**src/rtl/utx_pkg.sv**
```systemverilog
package utx_pkg;

    localparam int UTX_DW       = 8;
    localparam int UTX_LEN_W    = 8;
    localparam int UTX_MIN_CELL = 16;

    typedef enum logic {
        TX_IDLE = 1'b0,
        TX_SEND = 1'b1
    } tx_state_e;

    // Registered Utopia transmit bundle
    typedef struct packed {
        logic              enb_n;
        logic              soc;
        logic              prty;
        logic [UTX_DW-1:0] data;
    } utx_bus_t;

    function automatic logic par_bit(input logic [UTX_DW-1:0] d, input bit odd);
        return odd ? ~(^d) : (^d);
    endfunction

endpackage

```
**src/rtl/utx_ingest.sv**
```systemverilog
// Frames local bytes into cells: aligns on start-of-cell, flags completion.
module utx_ingest
    import utx_pkg::*;
#(
    parameter int LEN_W = UTX_LEN_W
) (
    input  logic             clk,
    input  logic             rst,
    input  logic [LEN_W-1:0] cfg_len,
    input  logic             in_valid,
    input  logic             in_soc,
    input  logic             buf_full,
    output logic             in_ready,
    output logic             wr_en,
    output logic             cell_done
);

    logic [LEN_W-1:0] pos_q;
    logic             accept;
    logic             keep;
    logic             last;

    assign in_ready  = !buf_full;
    assign accept    = in_valid && !buf_full;
    // position 0 demands a start marker; later markers are plain data
    assign keep      = accept && ((pos_q != '0) || in_soc);
    assign last      = keep && (pos_q == cfg_len - LEN_W'(1));
    assign wr_en     = keep;
    assign cell_done = last;

    always_ff @(posedge clk) begin
        if (rst) begin
            pos_q <= '0;
        end else if (keep) begin
            pos_q <= last ? '0 : pos_q + LEN_W'(1);
        end
    end

    // a kept byte at position 0 always carried the start marker
    a_r8_align_on_soc: assert property (@(posedge clk) disable iff (rst)
        (wr_en && pos_q == '0) |-> in_soc);

endmodule

```
**src/rtl/utx_byte_fifo.sv**
```systemverilog
// Byte store between the framing side and the Utopia side.
module utx_byte_fifo
    import utx_pkg::*;
#(
    parameter int DEPTH = 256,
    parameter int DW    = UTX_DW
) (
    input  logic          clk,
    input  logic          rst,
    input  logic          wr_en,
    input  logic [DW-1:0] wr_data,
    input  logic          rd_en,
    output logic [DW-1:0] rd_data,
    output logic          full,
    output logic          empty
);

    localparam int PTR_W = $clog2(DEPTH);
    localparam logic [PTR_W:0] FULL_CNT = (PTR_W+1)'(DEPTH);

    logic [DW-1:0]    mem [DEPTH];
    logic [PTR_W-1:0] wp_q, rp_q;
    logic [PTR_W:0]   cnt_q;

    assign full    = (cnt_q == FULL_CNT);
    assign empty   = (cnt_q == '0);
    assign rd_data = mem[rp_q];

    always_ff @(posedge clk) begin
        if (wr_en) begin
            mem[wp_q] <= wr_data;
        end
    end

    always_ff @(posedge clk) begin
        if (rst) begin
            wp_q  <= '0;
            rp_q  <= '0;
            cnt_q <= '0;
        end else begin
            if (wr_en) wp_q <= wp_q + PTR_W'(1);
            if (rd_en) rp_q <= rp_q + PTR_W'(1);
            case ({wr_en, rd_en})
                2'b10:   cnt_q <= cnt_q + (PTR_W+1)'(1);
                2'b01:   cnt_q <= cnt_q - (PTR_W+1)'(1);
                default: cnt_q <= cnt_q;
            endcase
        end
    end

    a_r9_no_push_full: assert property (@(posedge clk) disable iff (rst)
        wr_en |-> !full);
    a_r7_no_pop_empty: assert property (@(posedge clk) disable iff (rst)
        rd_en |-> !empty);

endmodule

```
**src/rtl/utx_tx_ctrl.sv**
```systemverilog
// Utopia-side sequencer: cell commit, byte walk, back-to-back decision.
module utx_tx_ctrl
    import utx_pkg::*;
#(
    parameter int LEN_W      = UTX_LEN_W,
    parameter int CELLS_W    = 5,
    parameter bit ODD_PARITY = 1'b1
) (
    input  logic              clk,
    input  logic              rst,
    input  logic [LEN_W-1:0]  cfg_len,
    input  logic              cell_done,
    input  logic              tx_clav,
    input  logic [UTX_DW-1:0] rd_data,
    output logic              rd_en,
    output logic [UTX_DW-1:0] tx_data,
    output logic              tx_prty,
    output logic              tx_soc,
    output logic              tx_enb_n
);

    tx_state_e        state_q;
    logic [LEN_W-1:0] pos_q;
    logic [CELLS_W-1:0] cells_q;
    utx_bus_t         bus_q;

    logic at_end;
    logic may_start;
    logic advance;

    assign at_end    = (state_q == TX_SEND) && (pos_q == cfg_len - LEN_W'(1));
    assign may_start = tx_clav && (cells_q != '0) && ((state_q == TX_IDLE) || at_end);
    assign advance   = (state_q == TX_SEND) && !at_end;
    assign rd_en     = may_start || advance;

    always_ff @(posedge clk) begin
        if (rst) begin
            cells_q <= '0;
        end else begin
            cells_q <= cells_q + CELLS_W'(cell_done) - CELLS_W'(may_start);
        end
    end

    always_ff @(posedge clk) begin
        if (rst) begin
            state_q    <= TX_IDLE;
            pos_q      <= '0;
            bus_q.enb_n <= 1'b1;
            bus_q.soc  <= 1'b0;
            bus_q.data <= '0;
            bus_q.prty <= par_bit('0, ODD_PARITY);
        end else if (may_start) begin
            state_q    <= TX_SEND;
            pos_q      <= '0;
            bus_q.enb_n <= 1'b0;
            bus_q.soc  <= 1'b1;
            bus_q.data <= rd_data;
            bus_q.prty <= par_bit(rd_data, ODD_PARITY);
        end else if (advance) begin
            pos_q      <= pos_q + LEN_W'(1);
            bus_q.soc  <= 1'b0;
            bus_q.data <= rd_data;
            bus_q.prty <= par_bit(rd_data, ODD_PARITY);
        end else begin
            state_q    <= TX_IDLE;
            pos_q      <= '0;
            bus_q.enb_n <= 1'b1;
            bus_q.soc  <= 1'b0;
        end
    end

    assign tx_data  = bus_q.data;
    assign tx_prty  = bus_q.prty;
    assign tx_soc   = bus_q.soc;
    assign tx_enb_n = bus_q.enb_n;

    a_r3_soc_needs_enb: assert property (@(posedge clk) disable iff (rst)
        tx_soc |-> !tx_enb_n);
    a_r3_soc_single: assert property (@(posedge clk) disable iff (rst)
        tx_soc |=> !tx_soc);
    a_r3_no_midcell_gap: assert property (@(posedge clk) disable iff (rst)
        (!tx_enb_n && !at_end) |=> !tx_enb_n);
    a_r2_start_needs_clav: assert property (@(posedge clk) disable iff (rst)
        $fell(tx_enb_n) |-> $past(tx_clav));
    a_r5_stop_without_clav: assert property (@(posedge clk) disable iff (rst)
        (at_end && !tx_clav) |=> tx_enb_n);
    a_r6_parity: assert property (@(posedge clk) disable iff (rst)
        !tx_enb_n |-> ((^{tx_data, tx_prty}) == ODD_PARITY));

endmodule

```
**src/rtl/utx_cell_master.sv**
```systemverilog
module utx_cell_master
    import utx_pkg::*;
#(
    parameter int DEPTH      = 256,
    parameter bit ODD_PARITY = 1'b1
) (
    input  logic                 clk,
    input  logic                 rst,
    input  logic [UTX_LEN_W-1:0] cfg_cell_len,
    input  logic                 src_valid,
    input  logic                 src_soc,
    input  logic [UTX_DW-1:0]    src_data,
    output logic                 src_ready,
    input  logic                 tx_clav,
    output logic [UTX_DW-1:0]    tx_data,
    output logic                 tx_prty,
    output logic                 tx_soc,
    output logic                 tx_enb_n
);

    localparam int CELLS_W = $clog2(DEPTH / UTX_MIN_CELL + 1);

    logic              wr_en;
    logic              cell_done;
    logic              rd_en;
    logic [UTX_DW-1:0] rd_data;
    logic              buf_full;
    logic              buf_empty;

    utx_ingest #(.LEN_W(UTX_LEN_W)) u_ingest (
        .clk       (clk),
        .rst       (rst),
        .cfg_len   (cfg_cell_len),
        .in_valid  (src_valid),
        .in_soc    (src_soc),
        .buf_full  (buf_full),
        .in_ready  (src_ready),
        .wr_en     (wr_en),
        .cell_done (cell_done)
    );

    utx_byte_fifo #(.DEPTH(DEPTH), .DW(UTX_DW)) u_fifo (
        .clk     (clk),
        .rst     (rst),
        .wr_en   (wr_en),
        .wr_data (src_data),
        .rd_en   (rd_en),
        .rd_data (rd_data),
        .full    (buf_full),
        .empty   (buf_empty)
    );

    utx_tx_ctrl #(
        .LEN_W      (UTX_LEN_W),
        .CELLS_W    (CELLS_W),
        .ODD_PARITY (ODD_PARITY)
    ) u_tx (
        .clk       (clk),
        .rst       (rst),
        .cfg_len   (cfg_cell_len),
        .cell_done (cell_done),
        .tx_clav   (tx_clav),
        .rd_data   (rd_data),
        .rd_en     (rd_en),
        .tx_data   (tx_data),
        .tx_prty   (tx_prty),
        .tx_soc    (tx_soc),
        .tx_enb_n  (tx_enb_n)
    );

    // a full buffer never reports readiness
    a_r9_ready_vs_full: assert property (@(posedge clk) disable iff (rst)
        buf_full |-> !src_ready);

endmodule

```
**config.mk**
```make
export PLATFORM = sky130hd
export DESIGN_NAME = utx_cell_master
export DESIGN_NICKNAME = d
export VERILOG_FILES = /design/src/rtl/utx_pkg.sv /design/src/rtl/utx_ingest.sv /design/src/rtl/utx_byte_fifo.sv /design/src/rtl/utx_tx_ctrl.sv /design/src/rtl/utx_cell_master.sv
export SDC_FILE = /design/constraint.sdc
export NUM_CORES = 2
export LEC_CHECK = 0
export CAP_MARGIN = 20
export CORE_AREA = 2 2 286 570
export CTS_CLUSTER_SIZE = 10
export DETAILED_ROUTE_END_ITERATION = 16
export DIE_AREA = 0 0 288 572
export GPL_TIMING_DRIVEN = 0
export PLACE_DENSITY = 0.7
export SLEW_MARGIN = 0
export SYNTH_ARGS = -nofsm -noshare
export SYNTH_HDL_FRONTEND = slang
export SYNTH_SLANG_ARGS = --single-unit
```
**constraint.sdc**
```tcl
create_clock -name clk -period 5.74 [get_ports clk]
set_clock_uncertainty 0.2 [all_clocks]
set_input_delay 1.148 -clock clk [delete_from_list [all_inputs] [get_ports clk]]
set_output_delay 1.148 -clock clk [all_outputs]
set_load 0.05 [all_outputs]
```
### After elaboration in Yosys (flattened, before gate mapping)

Memory sizes are Yosys's and may differ from the RTL's. A register that Yosys moved wholly into a read port is not among the register bits.
Index checks and enable logic that the tools add are counted.

| word-level totals | value |
|---|---|
| input bits | 21 |
| logic and storage cells | 59 |
| output and inout port bits | 12 |
| memories | 1 |
| memory bits (writable) | 2048 |
| register bits | 58 |

| operators by class | value |
|---|---|
| reduce and logical (&&, ||, !) cells | 18 |
| bitwise gates (word level) | 3 |
| eq/ne operators | 6 |
| add/sub/neg operators | 9 |
| multiplexer cells | 11 |

Memories:

| memory | depth | width | read ports | clocked after memory_dff | write ports | RTL line | text |
|---|---|---|---|---|---|---|---|
| u_fifo.mem | 256 | 8 | 1 | 1 | 1 | utx_byte_fifo.sv:21 | `logic [DW-1:0] mem [DEPTH];` |

Operators by type and width:

| cell | count |
|---|---|
| adder 8 x 1 -> 8 bit, second input constant | 4 |
| 2-to-1 mux 8 bit | 3 |
| case mux 9 bit (2 select lines) | 1 |
| == test 8 bit | 2 |
| 2-to-1 mux 11 bit | 1 |
| adder 9 x 1 -> 9 bit, second input constant | 1 |
| == test 9 bit, second input constant | 1 |
| 2-to-1 mux 9 bit | 1 |
| subtractor 9 x 1 -> 9 bit, second input constant | 1 |
| nonzero test 8 bit | 1 |
| XOR reduction 8 bit | 1 |
| subtractor 8 x 1 -> 8 bit, second input constant | 1 |
| logical AND 1 bit | 7 |
| adder 5 x 1 -> 5 bit | 1 |
| 2-to-1 mux 1 bit | 5 |
| nonzero test 5 bit | 1 |
| subtractor 5 x 1 -> 5 bit | 1 |
| nonzero test 2 bit | 2 |
| logical OR 1 bit | 3 |
| NOT 1 bit | 3 |
| OR reduction 3 bit | 1 |
| == test 2 x 1 -> 1 bit, second input constant | 1 |
| == test 2 bit, second input constant | 1 |
| zero test 1 bit | 2 |
| != test 2 x 1 -> 1 bit, second input constant | 1 |

### Logic depth before layout (Yosys ltp)

| logic depth | value |
|---|---|
| depth in word-level cells | 8 |
| mapped depth | 23 |
| depth with buffers taken out | 21 |

### By module

A second synthesis with hierarchy kept.

| unflattened totals | value |
|---|---|
| cell total of the unflattened synthesis | 4193 |
| area, all modules | 83606.4 µm² |

Modules (own cells, without submodules):

| module | instances | area an instance (µm²) | cells each | seq. area each (µm²) |
|---|---|---|---|---|
| utx_byte_fifo | 1 | 81254.2 | 3945 | 62159.6 |
| utx_tx_ctrl | 1 | 1577.8 | 164 | 500.5 |
| utx_ingest | 1 | 774.5 | 84 | 160.2 |

### Least setup slack after synthesis

OpenSTA, ideal clock, no wires.

| path | value |
|---|---|
| path type | input port to flip-flop |
| from | input cfg_cell_len[0] |
| to | register u_fifo.cnt_q[8] |
| library setup time | 0.128 ns |
| cell stages on the path | 21 |
| data required time | 5.412 ns |
| path buffers | 2 |
| setup slack | -0.528 ns |
| data arrival time | 5.940 ns |
| cells stage by stage | or4_1 nor4_1 xnor2_1 xnor2_1 o41a_1 nand2b_1 buf_1 ha_1 clkbuf_1 xor2_1 ha_1 a21oi_1 o21ai_0 a221oi_1 o21ai_0 a221oi_1 nand2b_1 a211o_1 a21oi_1 xnor2_1 nor2_1 |

| on the way | value |
|---|---|
| word-level cells in the longest chain between the ends | 8 |
| elaborated cells between the ends (all ways) | 12 |
| those cells by class | add/sub (1); eq/ne (3); mux (1); reduce/logical (7) |

Ends and longest elaborated chain:

| element | RTL line | text |
|---|---|---|
| from (decl) | utx_cell_master.sv:9 | `input logic [UTX_LEN_W-1:0] cfg_cell_len,` |
| subtractor 8 x 1 -> 8 bit * | utx_tx_ctrl.sv:31 | `assign at_end = (state_q == TX_SEND) && (pos_q == cfg_len - LEN_W'(1));` |
| == test 8 bit * | utx_tx_ctrl.sv:31 |  |
| logical AND 1 bit * | utx_tx_ctrl.sv:31 |  |
| logical OR 1 bit or zero test 1 bit (tied branches) | utx_tx_ctrl.sv:32, utx_tx_ctrl.sv:33 |  |
| logical AND 1 bit, on equally long branches | utx_tx_ctrl.sv:32, utx_tx_ctrl.sv:33 |  |
| logical OR 1 bit * | utx_tx_ctrl.sv:34 | `assign rd_en = may_start \|\| advance;` |
| named net rd_en | utx_cell_master.sv:25 | `logic rd_en;` |
| == test 2 x 1 -> 1 bit or == test 2 bit (tied branches) | utx_byte_fifo.sv:43 | `case ({wr_en, rd_en})` |
| case mux 9 bit (2 select lines) or nonzero test 2 bit (tied branches) | -- |  |
| to (signal assigned) | utx_byte_fifo.sv:44 | `2'b10: cnt_q <= cnt_q + (PTR_W+1)'(1);` |
| to (signal assigned) | utx_byte_fifo.sv:45 | `2'b01: cnt_q <= cnt_q - (PTR_W+1)'(1);` |
| to (signal assigned) | utx_byte_fifo.sv:46 | `default: cnt_q <= cnt_q;` |
| to (decl) | utx_byte_fifo.sv:23 | `logic [PTR_W:0] cnt_q;` |

The timed path passes the listed nets; every way through them passes the cells marked *.
A chain may end at the register's enable or synchronous reset.

==> summary.md <==
| Metric | Value |
|---|---|
| Yosys cell types | 72 |
| Vias | 45240 |
| Relative slew margins | 0.04144 |
| Failing checks | negative setup slack |
| RSZ-0062 raised after global routing | yes |
| Die area | 164700 µm² |
| Static Leak | 28.63 nW |
| Crit. End Element | flop |
| CP Cell Sequence | buf_4, buf_4, buf_2, buf_4, buf_2, buf_4, mux2i_1, o221ai_1, a221oi_2, a41oi_1, a31oi_1, o21ai_2, xnor2_2, xnor2_1, o211ai_2 |
| Min cycle time layout | 6.016 ns |
| CP dominant cell by count | buf_4 |
| Critical path arrival | 6.58 ns |
| Slowest cell on the critical path | a221oi_2 |
| Sw frac | 0.2985 |
| Max Cap Viol | 0 |
| Adder-Cell Fraction of Synth Area | 0.002958 |
| IO buf count | 31 |
| CTS Buf Count | 237 |
| Clk pwr share | 0.335 |
| Syn Area/Cell | 21.25 µm² |
| Max H-tree Level | 4 |
| Root buffer cell | clkbuf_16 |
| Fin nets | 4240 |
| Synthesized instance count | 3901 |
| Synth Area in Compound Gates | 0.01566 |
| Ys async rst share | 0 |
| Drt first-iter violations | 7465 |
| Endpoints failing hold | 0 |
| Layout Cells excl Fill | 6384 |
| Yosys top cell by area | edfxtp_1 |
| Initial Util | 0.5172 |
| Number of synthesized flops with an enable pin | 2048 |
| Number of synthesized register bits | 2114 |
| Max Slew Vio Count | 0 |
| Multi-input logic area | 18880 µm² |
| Worst-margin pin slew | 1.438 ns |
| Final WL | 297.8 mm |
| Number of global-route vias before repair | 44550 |
| Mux cell area share after synthesis | 0.1701 |
| WL per Instance | 46.64 µm |
| # hold bufs at CTS | 0 |
| Reg area | 62820 µm² |
| CTS Sinks | 2114 |
| IO Pins | 33 |
| CP peak stage delay | 0.71 ns |
| Seq pwr share | 0.436 |
| Placed cell areas | 86350 µm² |
| Sequential area share after synthesis | 0.7577 |
| Post-Synth Simple-Gate Area | 0.02976 |
| # rows | 208 |
| Net switching power | 11.72 mW |
| Fillers | 11430 |
| Crit path max fanout | 10 |
| Crit path launch type | flop |
| Critical path type | flop to flop |
| # placed instances | 6053 |
| First-pass detailed-route iteration total | 7 |
| Synth Area in XOR/XNOR | 0.007017 |
| Final Cell Area | 93020 µm² |
| Period utilisation layout | 1.048 |
| Largest family of logic cells by synthesized area | multiplexers |
| Final Setup Violations | 17 |
| Most used DFF post-synth | edfxtp_1 |
| Clk slew on worst S/H paths | 0.06 ns |
| Cell-internal power | 27.55 mW |
| Syn. warnings | 0 |
| CTS Buffer Depth | 4 |
| Post-route antenna net violation count | 0 |
| GR Overflow Total | 0 |
| Post-Syn Nets | 3941 |
| Ranking of synthesized cells by area | edfxtp_1 74%, mux4_2 15%, dfxtp_1 1.6% |
| Hold Path Class | flop to flop |
| Clk Latency, worst-skew pair | 0.89 ns |
| GPL Wtd Cong | 1.038 |
| Area of the core | 160300 µm² |
| Total power | 39.28 mW |
| Layout area overhead | 12.18% |
| Status | complete, but fails checks |
| Residual DRC | 0 |
| Die Wd | 288 µm |
| Fmax | 166.2 MHz |
| Yosys top cell area share | 0.7417 |
| Post-DP HPWL | 198.5 mm |
| GRT Total Usage | 0.3690 |
| VDD IR max | 304.2 µV |
| CTS tree | done |
| Gate power share | 0.229 |
| Synth Cell Area | 82910 µm² |
| Layout cells sized above 1 | 0.2488 |
| Largest net degree at the start of global routing | 162 |
| First-pass GRT wire length | 393.0 mm |
| Via density | 7.086 |
| Power Density | 422.3 nW/µm² |
| Initial antenna violation count | 21 |
| Die height | 572 µm |
| Data required time at the worst endpoint | 6.30 ns |
| Final WS setup | -0.2756 ns |
state kept, by name (all words and copies together) (netlist names), 5 cells and up, named ones only:
register and flops:
u_fifo.cnt_q 9, u_fifo.mem 2048, u_fifo.rp_q 8, u_fifo.wp_q 8, u_ingest.pos_q 8, u_tx.cells_q 5
u_tx.pos_q 8, u_tx.tx_data 8
power groups by stage:
| stage | registers, mW | logic [mW] | clock network, mW |
|---|---|---|---|
| 2_1_floorplan | 17.5 | 4.45 | 0 |
| 5_1_grt | 17.1 | 8.88 | 13.6 |
| 4_1_cts | 17.1 | 8.55 | 13.1 |
| 3_3_place_gp | 17.6 | 8.36 | 0 |
| 6_report | 17.1 | 8.99 | 13.2 |
| 3_5_place_dp | 17.4 | 8.47 | 0 |
stage by stage:
step / util / setup TNS, ns / hold WS (ns) / setup WS, ns
finish: 0.5802 / -1.022 / 0.2456 / -0.2756
global route: 0.5800 / -0.5740 / 0.2608 / -0.07386
CTS: 0.5789 / 0 / 0.2504 / 0.001491
detailed placement: 0.5386 / -67.70 / 0.2412 / -1.508
global placement: 0.5358 / -7826.41 / 0.2337 / -4.305
floorplan: - / 0 / 0.2604 / 0.01619
area by class of cell:
| cell class | count | share of cell area |
|---|---|---|
| Antenna cell | 20 | 0.0005381 |
| Clock buffer | 297 | 0.06664 |
| Sequential cell | 2114 | 0.6754 |
| Buffer | 212 | 0.01536 |
| Inverter | 23 | 0.0009550 |
| Timing Repair Buffer | 66 | 0.009228 |
| Multi-Input combinational cell | 1546 | 0.2030 |
| Clock inverter | 6 | 0.0007129 |
| Tap cell | 2100 | 0.02825 |
worst max-delay path: cells and delay by family (launching register included):
kind                      cells  cell delay (ns)
xor gates and xnor gates      2             0.43
AOI/OAI and AO/OA             6             1.75
muxes                         1             0.36
DFF                           1             0.39
buffers and inverters         6             2.73
cells in the mapped netlist (11+ instances only):
cell	count
a21oi_1	37
nor2b_1	21
nor3_1	21
or3_1	11
buf_6	24
inv_1	18
and3_1	12
mux2i_1	124
mux4_2	563
a221oi_1	14
edfxtp_1	2048
clkbuf_1	71
nand3_1	28
xor2_1	30
nand2_1	110
dfxtp_1	66
buf_2	60
ha_1	18
o22ai_1	20
nor2_1	325
a211oi_1	11
buf_4	40
mux2_2	16
o21ai_0	25
buf_1	15
xnor2_1	32
repair_timing:
item	CTS	global route
setup buffers	6	4
gates cloned	0	0
resized for setup	51	23
setup endpoints to repair	9	25
pin swaps	5	4
endpoints found under the hold margin	0	0
cells by family (layout without fill, tap and decap cells):
logic type | after synthesis | after routing
compound gates | 185 | 185
xor+xnor | 64 | 64
fa+ha+maj | 19 | 19
buf+inv | 241 | 604
flops | 2114 | 2114
mux | 703 | 703
other cells | 0 | 20
simple gates | 575 | 575
layer usage:
metal | vias up | global-route usage | part of all wire
li1 | 16640 | - | -
met1 | 23370 | 0.3791 | 0.28
met2 | 3981 | 0.5894 | 0.48
met3 | 1233 | 0.1021 | 0.11
met4 | 12 | 0.3797 | 0.13
met5 | - | 0 | 0.00028
final timing paths:
kind	from	endpoint	slack, ns	cells after the start
worst max-delay path	flop	u_tx.tx_prty$_SDFFE_PP1P_	-0.28	15
worst min-delay path	u_tx.tx_enb_n$_SDFFE_PP1P_	u_tx.tx_enb_n$_SDFFE_PP1P_	0.25	2
worst max register to register	flop	u_tx.tx_prty$_SDFFE_PP1P_	-0.28	15
worst min register to register	u_tx.tx_enb_n$_SDFFE_PP1P_	u_tx.tx_enb_n$_SDFFE_PP1P_	0.25	2
cell usage in the layout, fill, tap and decap left out, types with 16 or more instances in the layout:
cell and count:
buf_4 74, xor2_1 29, nand3_1 28, nor2_1 319, mux4_2 563, clkbuf_1 108
clkbuf_2 17, edfxtp_1 2048, nor2b_1 20, mux2i_1 123, clkbuf_16 239, buf_8 26
dfxtp_1 66, inv_1 18, ha_1 17, buf_6 31, a21oi_1 35, nor3_1 20
nand2_1 110, xnor2_1 28, o22ai_1 20, buf_2 36, mux2_2 16, o21ai_0 23
clkdlybuf4s50_1 21, diode_2 20
Power figures use the tool's default switching activity.
